$ cat src/rtl/ptg_pkg.sv
package ptg_pkg;
    localparam int unsigned PTG_SLOTS  = 8;
    localparam int unsigned PTG_WORD_W = 64;
    localparam int unsigned PTG_FLAG_W = 7;
    localparam int unsigned PTG_VALID  = 0;
    localparam int unsigned PTG_SECOND = 1;

    typedef enum logic {
        S_IDLE   = 1'b0,
        S_REPORT = 1'b1
    } ptg_state_e;
endpackage

$ cat src/rtl/ptg_store.sv
module ptg_store #(
    parameter int unsigned SLOTS  = 8,
    parameter int unsigned WORD_W = 64,
    localparam int unsigned IDX_W = $clog2(SLOTS)
) (
    input  logic                          clk,
    input  logic                          rst_n,
    input  logic                          load_all,
    input  logic [SLOTS*WORD_W-1:0]       all_v,
    input  logic [SLOTS*WORD_W-1:0]       all_r,
    input  logic                          load_one,
    input  logic [IDX_W-1:0]              one_slot,
    input  logic [WORD_W-1:0]             one_v,
    input  logic [WORD_W-1:0]             one_r,
    output logic [SLOTS-1:0][WORD_W-1:0]  v_q,
    output logic [SLOTS-1:0][WORD_W-1:0]  r_q
);
    always_ff @(posedge clk) begin
        if (!rst_n) begin
            v_q <= '0;
            r_q <= '0;
        end else if (load_all) begin
            for (int i = 0; i < int'(SLOTS); i++) begin
                v_q[i] <= all_v[i*WORD_W +: WORD_W];
                r_q[i] <= all_r[i*WORD_W +: WORD_W];
            end
        end else if (load_one) begin
            v_q[one_slot] <= one_v;
            r_q[one_slot] <= one_r;
        end
    end
endmodule

$ cat src/rtl/ptg_slot_cmp.sv
module ptg_slot_cmp #(
    parameter int unsigned WORD_W = 64,
    parameter int unsigned FLAG_W = 7,
    parameter int unsigned VALID  = 0,
    parameter int unsigned SECOND = 1,
    localparam logic [WORD_W-1:0] CMP_MASK =
        ({WORD_W{1'b1}} << FLAG_W) | (WORD_W'(1) << SECOND)
) (
    input  logic [WORD_W-1:0] entry_v,
    input  logic [WORD_W-1:0] key_v,
    output logic              match,
    output logic              valid
);
    logic [WORD_W-1:0] diff;

    always_comb begin
        diff  = entry_v ^ key_v;
        valid = entry_v[VALID];
        match = valid && ((diff & CMP_MASK) == '0);
    end
endmodule

$ cat src/rtl/ptg_lowest.sv
module ptg_lowest #(
    parameter int unsigned N = 8,
    localparam int unsigned IDX_W = $clog2(N)
) (
    input  logic [N-1:0]     req,
    output logic             any,
    output logic [IDX_W-1:0] idx,
    output logic             multi
);
    always_comb begin
        any   = 1'b0;
        idx   = '0;
        multi = 1'b0;
        for (int i = 0; i < int'(N); i++) begin
            if (req[i]) begin
                if (any) begin
                    multi = 1'b1;
                end else begin
                    any = 1'b1;
                    idx = IDX_W'(i);
                end
            end
        end
    end
endmodule

$ cat src/rtl/ptg_matcher.sv
module ptg_matcher
    import ptg_pkg::*;
#(
    parameter int unsigned SLOTS  = PTG_SLOTS,
    parameter int unsigned WORD_W = PTG_WORD_W,
    parameter int unsigned FLAG_W = PTG_FLAG_W,
    localparam int unsigned IDX_W = $clog2(SLOTS)
) (
    input  logic                    clk,
    input  logic                    rst_n,
    input  logic                    load_all,
    input  logic [SLOTS*WORD_W-1:0] all_v,
    input  logic [SLOTS*WORD_W-1:0] all_r,
    input  logic                    load_one,
    input  logic [IDX_W-1:0]        one_slot,
    input  logic [WORD_W-1:0]       one_v,
    input  logic [WORD_W-1:0]       one_r,
    input  logic                    start,
    input  logic [WORD_W-1:0]       key_v,
    output logic                    done,
    output logic                    hit,
    output logic [IDX_W-1:0]        hit_slot,
    output logic [WORD_W-1:0]       hit_r,
    output logic                    hit_secondary,
    output logic                    multi_hit,
    output logic                    free_found,
    output logic [IDX_W-1:0]        free_slot,
    output logic                    group_full
);
    logic [SLOTS-1:0][WORD_W-1:0] v_q;
    logic [SLOTS-1:0][WORD_W-1:0] r_q;
    logic [SLOTS-1:0]             slot_match;
    logic [SLOTS-1:0]             slot_valid;

    logic             m_any, m_multi;
    logic [IDX_W-1:0] m_idx;
    logic             f_any, f_multi;
    logic [IDX_W-1:0] f_idx;

    logic [WORD_W-1:0] sel_r;
    logic              sel_sec;

    ptg_state_e state_q, state_d;

    ptg_store #(.SLOTS(SLOTS), .WORD_W(WORD_W)) u_store (
        .clk      (clk),
        .rst_n    (rst_n),
        .load_all (load_all),
        .all_v    (all_v),
        .all_r    (all_r),
        .load_one (load_one),
        .one_slot (one_slot),
        .one_v    (one_v),
        .one_r    (one_r),
        .v_q      (v_q),
        .r_q      (r_q)
    );

    for (genvar g = 0; g < int'(SLOTS); g++) begin : g_slot
        ptg_slot_cmp #(
            .WORD_W (WORD_W),
            .FLAG_W (FLAG_W),
            .VALID  (PTG_VALID),
            .SECOND (PTG_SECOND)
        ) u_cmp (
            .entry_v (v_q[g]),
            .key_v   (key_v),
            .match   (slot_match[g]),
            .valid   (slot_valid[g])
        );
    end

    ptg_lowest #(.N(SLOTS)) u_hit_pick (
        .req   (slot_match),
        .any   (m_any),
        .idx   (m_idx),
        .multi (m_multi)
    );

    ptg_lowest #(.N(SLOTS)) u_free_pick (
        .req   (~slot_valid),
        .any   (f_any),
        .idx   (f_idx),
        .multi (f_multi)
    );

    always_comb begin
        sel_r   = '0;
        sel_sec = 1'b0;
        if (m_any) begin
            sel_r   = r_q[m_idx];
            sel_sec = v_q[m_idx][PTG_SECOND];
        end
    end

    // State register
    always_ff @(posedge clk) begin
        if (!rst_n) state_q <= S_IDLE;
        else        state_q <= state_d;
    end

    always_comb begin
        state_d = state_q;
        unique case (state_q)
            S_IDLE:   state_d = start ? S_REPORT : S_IDLE;
            S_REPORT: state_d = start ? S_REPORT : S_IDLE;
            default:  state_d = S_IDLE;
        endcase
    end

    assign done = (state_q == S_REPORT);

    // Output registers: captured at the edge that samples start
    always_ff @(posedge clk) begin
        if (!rst_n) begin
            hit           <= 1'b0;
            hit_slot      <= '0;
            hit_r         <= '0;
            hit_secondary <= 1'b0;
            multi_hit     <= 1'b0;
            free_found    <= 1'b0;
            free_slot     <= '0;
            group_full    <= 1'b0;
        end else if (start) begin
            hit           <= m_any;
            hit_slot      <= m_idx;
            hit_r         <= sel_r;
            hit_secondary <= sel_sec;
            multi_hit     <= m_multi;
            free_found    <= f_any;
            free_slot     <= f_idx;
            group_full    <= ~f_any & (f_multi | 1'b1);
        end
    end
endmodule

$ cat config.mk
export PLATFORM = sky130hd
export DESIGN_NAME = ptg_matcher
export DESIGN_NICKNAME = d
export VERILOG_FILES = /design/src/rtl/ptg_pkg.sv /design/src/rtl/ptg_store.sv /design/src/rtl/ptg_slot_cmp.sv /design/src/rtl/ptg_lowest.sv /design/src/rtl/ptg_matcher.sv
export SDC_FILE = /design/constraint.sdc
export NUM_CORES = 2
export LEC_CHECK = 0
export BUFFER_PORTS_ARGS = -buffer_cell sky130_fd_sc_hd__clkbuf_2
export CAP_MARGIN = 20
export CORE_AREA = 2 2 510 512
export CTS_CLUSTER_SIZE = 12
export DETAILED_ROUTE_END_ITERATION = 12
export DIE_AREA = 0 0 512 514
export MAX_ROUTING_LAYER = met4
export SYNTH_ARGS = -nofsm -noshare
export SYNTH_HDL_FRONTEND = slang
export SYNTH_SLANG_ARGS = --single-unit
$ cat constraint.sdc
create_clock -name clk -period 6.6 [get_ports clk]
set_input_delay 0.66 -clock clk [delete_from_list [all_inputs] [get_ports clk]]
set_output_delay 0.66 -clock clk [all_outputs]
set_load 0.02 [all_outputs]
==> impl_metrics.json <==
{
  "status": "finished, violations left",
  "violations": "slew limit",
  "slew_violations": 17,
  "row_count": 187,
  "routed.top_layer": "met4",
  "drive_gt1_share_pct": 20.2,
  "fin_skew_ns": 0.0832,
  "root_buffer": "clkbuf_16",
  "met3_length_um": 34100,
  "tightest_slew_ns": 1.59,
  "startpoint_type": "flop",
  "required_ns": 7.28,
  "initial_core_util_pct": 23.3,
  "antenna_found_initial": 161,
  "drt-initial-drc-count": 7598,
  "yosys_register_bits": 1060,
  "cts_resized": 0,
  "path_class": "reg -> reg",
  "route.detailed.drc": 0,
  "htree_levels": 4,
  "setup_viol": 0,
  "grt_pass1_wl_um": 480000,
  "fin_setup_tns_ns": 0,
  "ir_worst_vdd_uv": 271,
  "worst_slack_ns": 1.77,
  "area_growth_pct": 23.4,
  "insertion_delay_ns": 0.83,
  "grt_overflow": 0,
  "rsz0062_at_grt": "no",
  "hold_slack_ns": 0.138,
  "arrival_ns": 5.51,
  "yosysSeqAreaShare_pct": 35.2,
  "avgSynthCellArea_um2": 8.08,
  "cts_hold_buffers": 0,
  "dr.pass1.iters": 6,
  "hold_viol_final": 0,
  "synth-edff-count": 0,
  "period_minus_slack_ns": 4.83,
  "die_height_um": 514,
  "core-area_um2": 258000,
  "critPathCaptureType": "flop",
  "max-clock-path-buffers": 3,
  "io_buffers": 1248,
  "num-fill-cells": 28100,
  "worstPathCellList": "xor2_1, nor4_1, nand4_1, nor4_2, buf_4, o311a_4, buf_4, mux2i_1, nand4_1, a31oi_1, a31oi_1",
  "die_w_um": 512,
  "fmax_mhz": 207,
  "drt-wirelength-per-cell_um": 30.6,
  "synth.most_common_cell": "nand2_1",
  "wl_um": 363000,
  "via_per_inst": 5.10,
  "cp_max_fo": 37,
  "synth_area_leaders": "dfxtp_1 (35%), mux2i_1 (18%), and2_1 (11%)",
  "path_delay_family": "simple AND/OR/NAND/NOR gates",
  "vias": 60400,
  "synth_ff_type": "dfxtp_1",
  "synthCells": 7460,
  "post_cts_buffers": 0,
  "grt_max_degree": 271,
  "dp_slack_ns": 1.12,
  "routabilityCongestion": 1.04,
  "hold_class": "in -> reg",
  "met2WireLength_um": 151000,
  "fin_area_um2": 74300,
  "die_area_um2": 263000,
  "cpMaxStageDelayCell": "o311a_4",
  "synth_nets": 8684,
  "ant_nets": 0,
  "fin_nets": 9447,
  "leakage_nw": 32.7,
  "cap_violations": 0,
  "grt_pass1_vias": 55700,
  "path_clk_slew_ns": 0.06,
  "grt_use_total_pct": 27.0,
  "cts_buffers": 136,
  "finalPower_w": 0.0178,
  "min_period_over_period_pct": 73.1,
  "place_area_um2": 69300,
  "async_flop_share_pct": 0,
  "synth.largest_area_cell": "dfxtp_1",
  "crit_buf_inv": 2,
  "power_density_nw_per_um2": 240,
  "critPathMaxStageDelay_ns": 0.76,
  "clock_sinks": 1060,
  "synth_top_area_share_pct": 35.2,
  "hpwlAfterDp_um": 274000,
  "io_pins": 1300,
  "synth_common_cells": "nand2_1 (1,328), mux2i_1 (1,113), dfxtp_1 (1,060), and2_1 (1,051), o21ai_0 (995)",
  "cts_tree": "yes",
  "syn-cell-area_um2": 60200,
  "yosys.cell_types.count": 66,
  "synth_warnings": 0,
  "relSlewSlack_pct": -5.91,
  "drt-met1-wl_um": 154000
}
[worst paths after layout]
path,start,to,slack [ns],depth (start not counted)
max reg2reg,u_store.v_q[436],hit_r[8],1.77,11
max,u_store.v_q[436],hit_r[8],1.77,11
min,all_v[86],u_store.v_q[86],0.14,4
min reg2reg,u_store.r_q[89],hit_r[25],0.47,2
[placed cells by master (no fill, tap or decap), drive strengths merged, types with 11 or more instances in the layout]
cell        n
clkinv     32
diode     109
xor2      155
clkbuf   1440
o2111ai    15
nor2b      30
xnor2     207
o22ai      11
o211ai     65
o221ai     13
nor2       17
dfxtp    1060
inv        59
buf       123
and2     1051
nand4     120
a31oi     192
o21ai     998
mux2i    1113
a21oi      11
nand2b     47
nand3      14
or2        66
nor4       54
nand2    1328
[worst reg2reg max path, delay by kind of cell (launching register included)]
family          cells  cell delay (ns)
compound gates      3             1.04
xor+xnor            1             0.33
buf+inv             2             0.98
flops               1             0.53
mux                 1             0.31
simple gates        4             1.55
[area by class of cell]
type                    instances  area, um^2  share of cell area [%]
multi-input cells            5600       36000                    48.4
diodes                        109         273                   0.367
clock inverters                50         821                    1.10
inverters                      56         213                   0.286
clock buffers                 194        3930                    5.29
well taps                    3402        4260                    5.73
repair buffers               1369        7610                    10.2
flip-flops and latches       1060       21200                    28.6
[flip-flops by register name (all words and copies together) (netlist names)]
signal / cells
free_slot: 3
done: 1
u_store.r_q: 512
hit_slot: 3
group_full: 1
hit: 1
multi_hit: 1
free_found: 1
hit_r: 64
hit_secondary: 1
u_store.v_q: 472
[per-stage QoR]
stage / utilization [%] / instances
final: 28.8 / 11800
after global routing: 28.8 / 11800
after CTS: 28.7 / 11700
after detailed placement: 26.8 / 11500
after global placement: 26.8 / 11500
after floorplan: - / 7460
[cell families (layout without fill, tap and decap cells)]
logic type,Yosys count,in the layout,share of synthesized area [%]
flip-flops,1060,1060,35.2
AND/OR/NAND/NOR,2755,2755,23.0
XOR/XNOR,362,362,5.26
multiplexers,1113,1113,18.5
buffers and inverters,800,1669,5.26
AO/OA/AOI/OAI,1368,1368,12.7
adder cells (fa/ha/maj),2,2,0.0332
other,0,109,0
[metal layers]
metal  vias up  GRT usage [%]
li1      26900              -
met1     29100           34.9
met2      3690           38.1
met3       691           6.06
met4         0           16.4
met5         -              -
[power breakdown]
group / internal, W / leakage (nW) / switching (W)
Sequential: 0.00675 / 8.73 / 0.000333
Clock: 0.00461 / 2.30 / 0.00342
Combinational: 0.00101 / 21.7 / 0.00169
Total: 0.0124 / 32.7 / 0.00544
(Power assumes the default switching activity.)
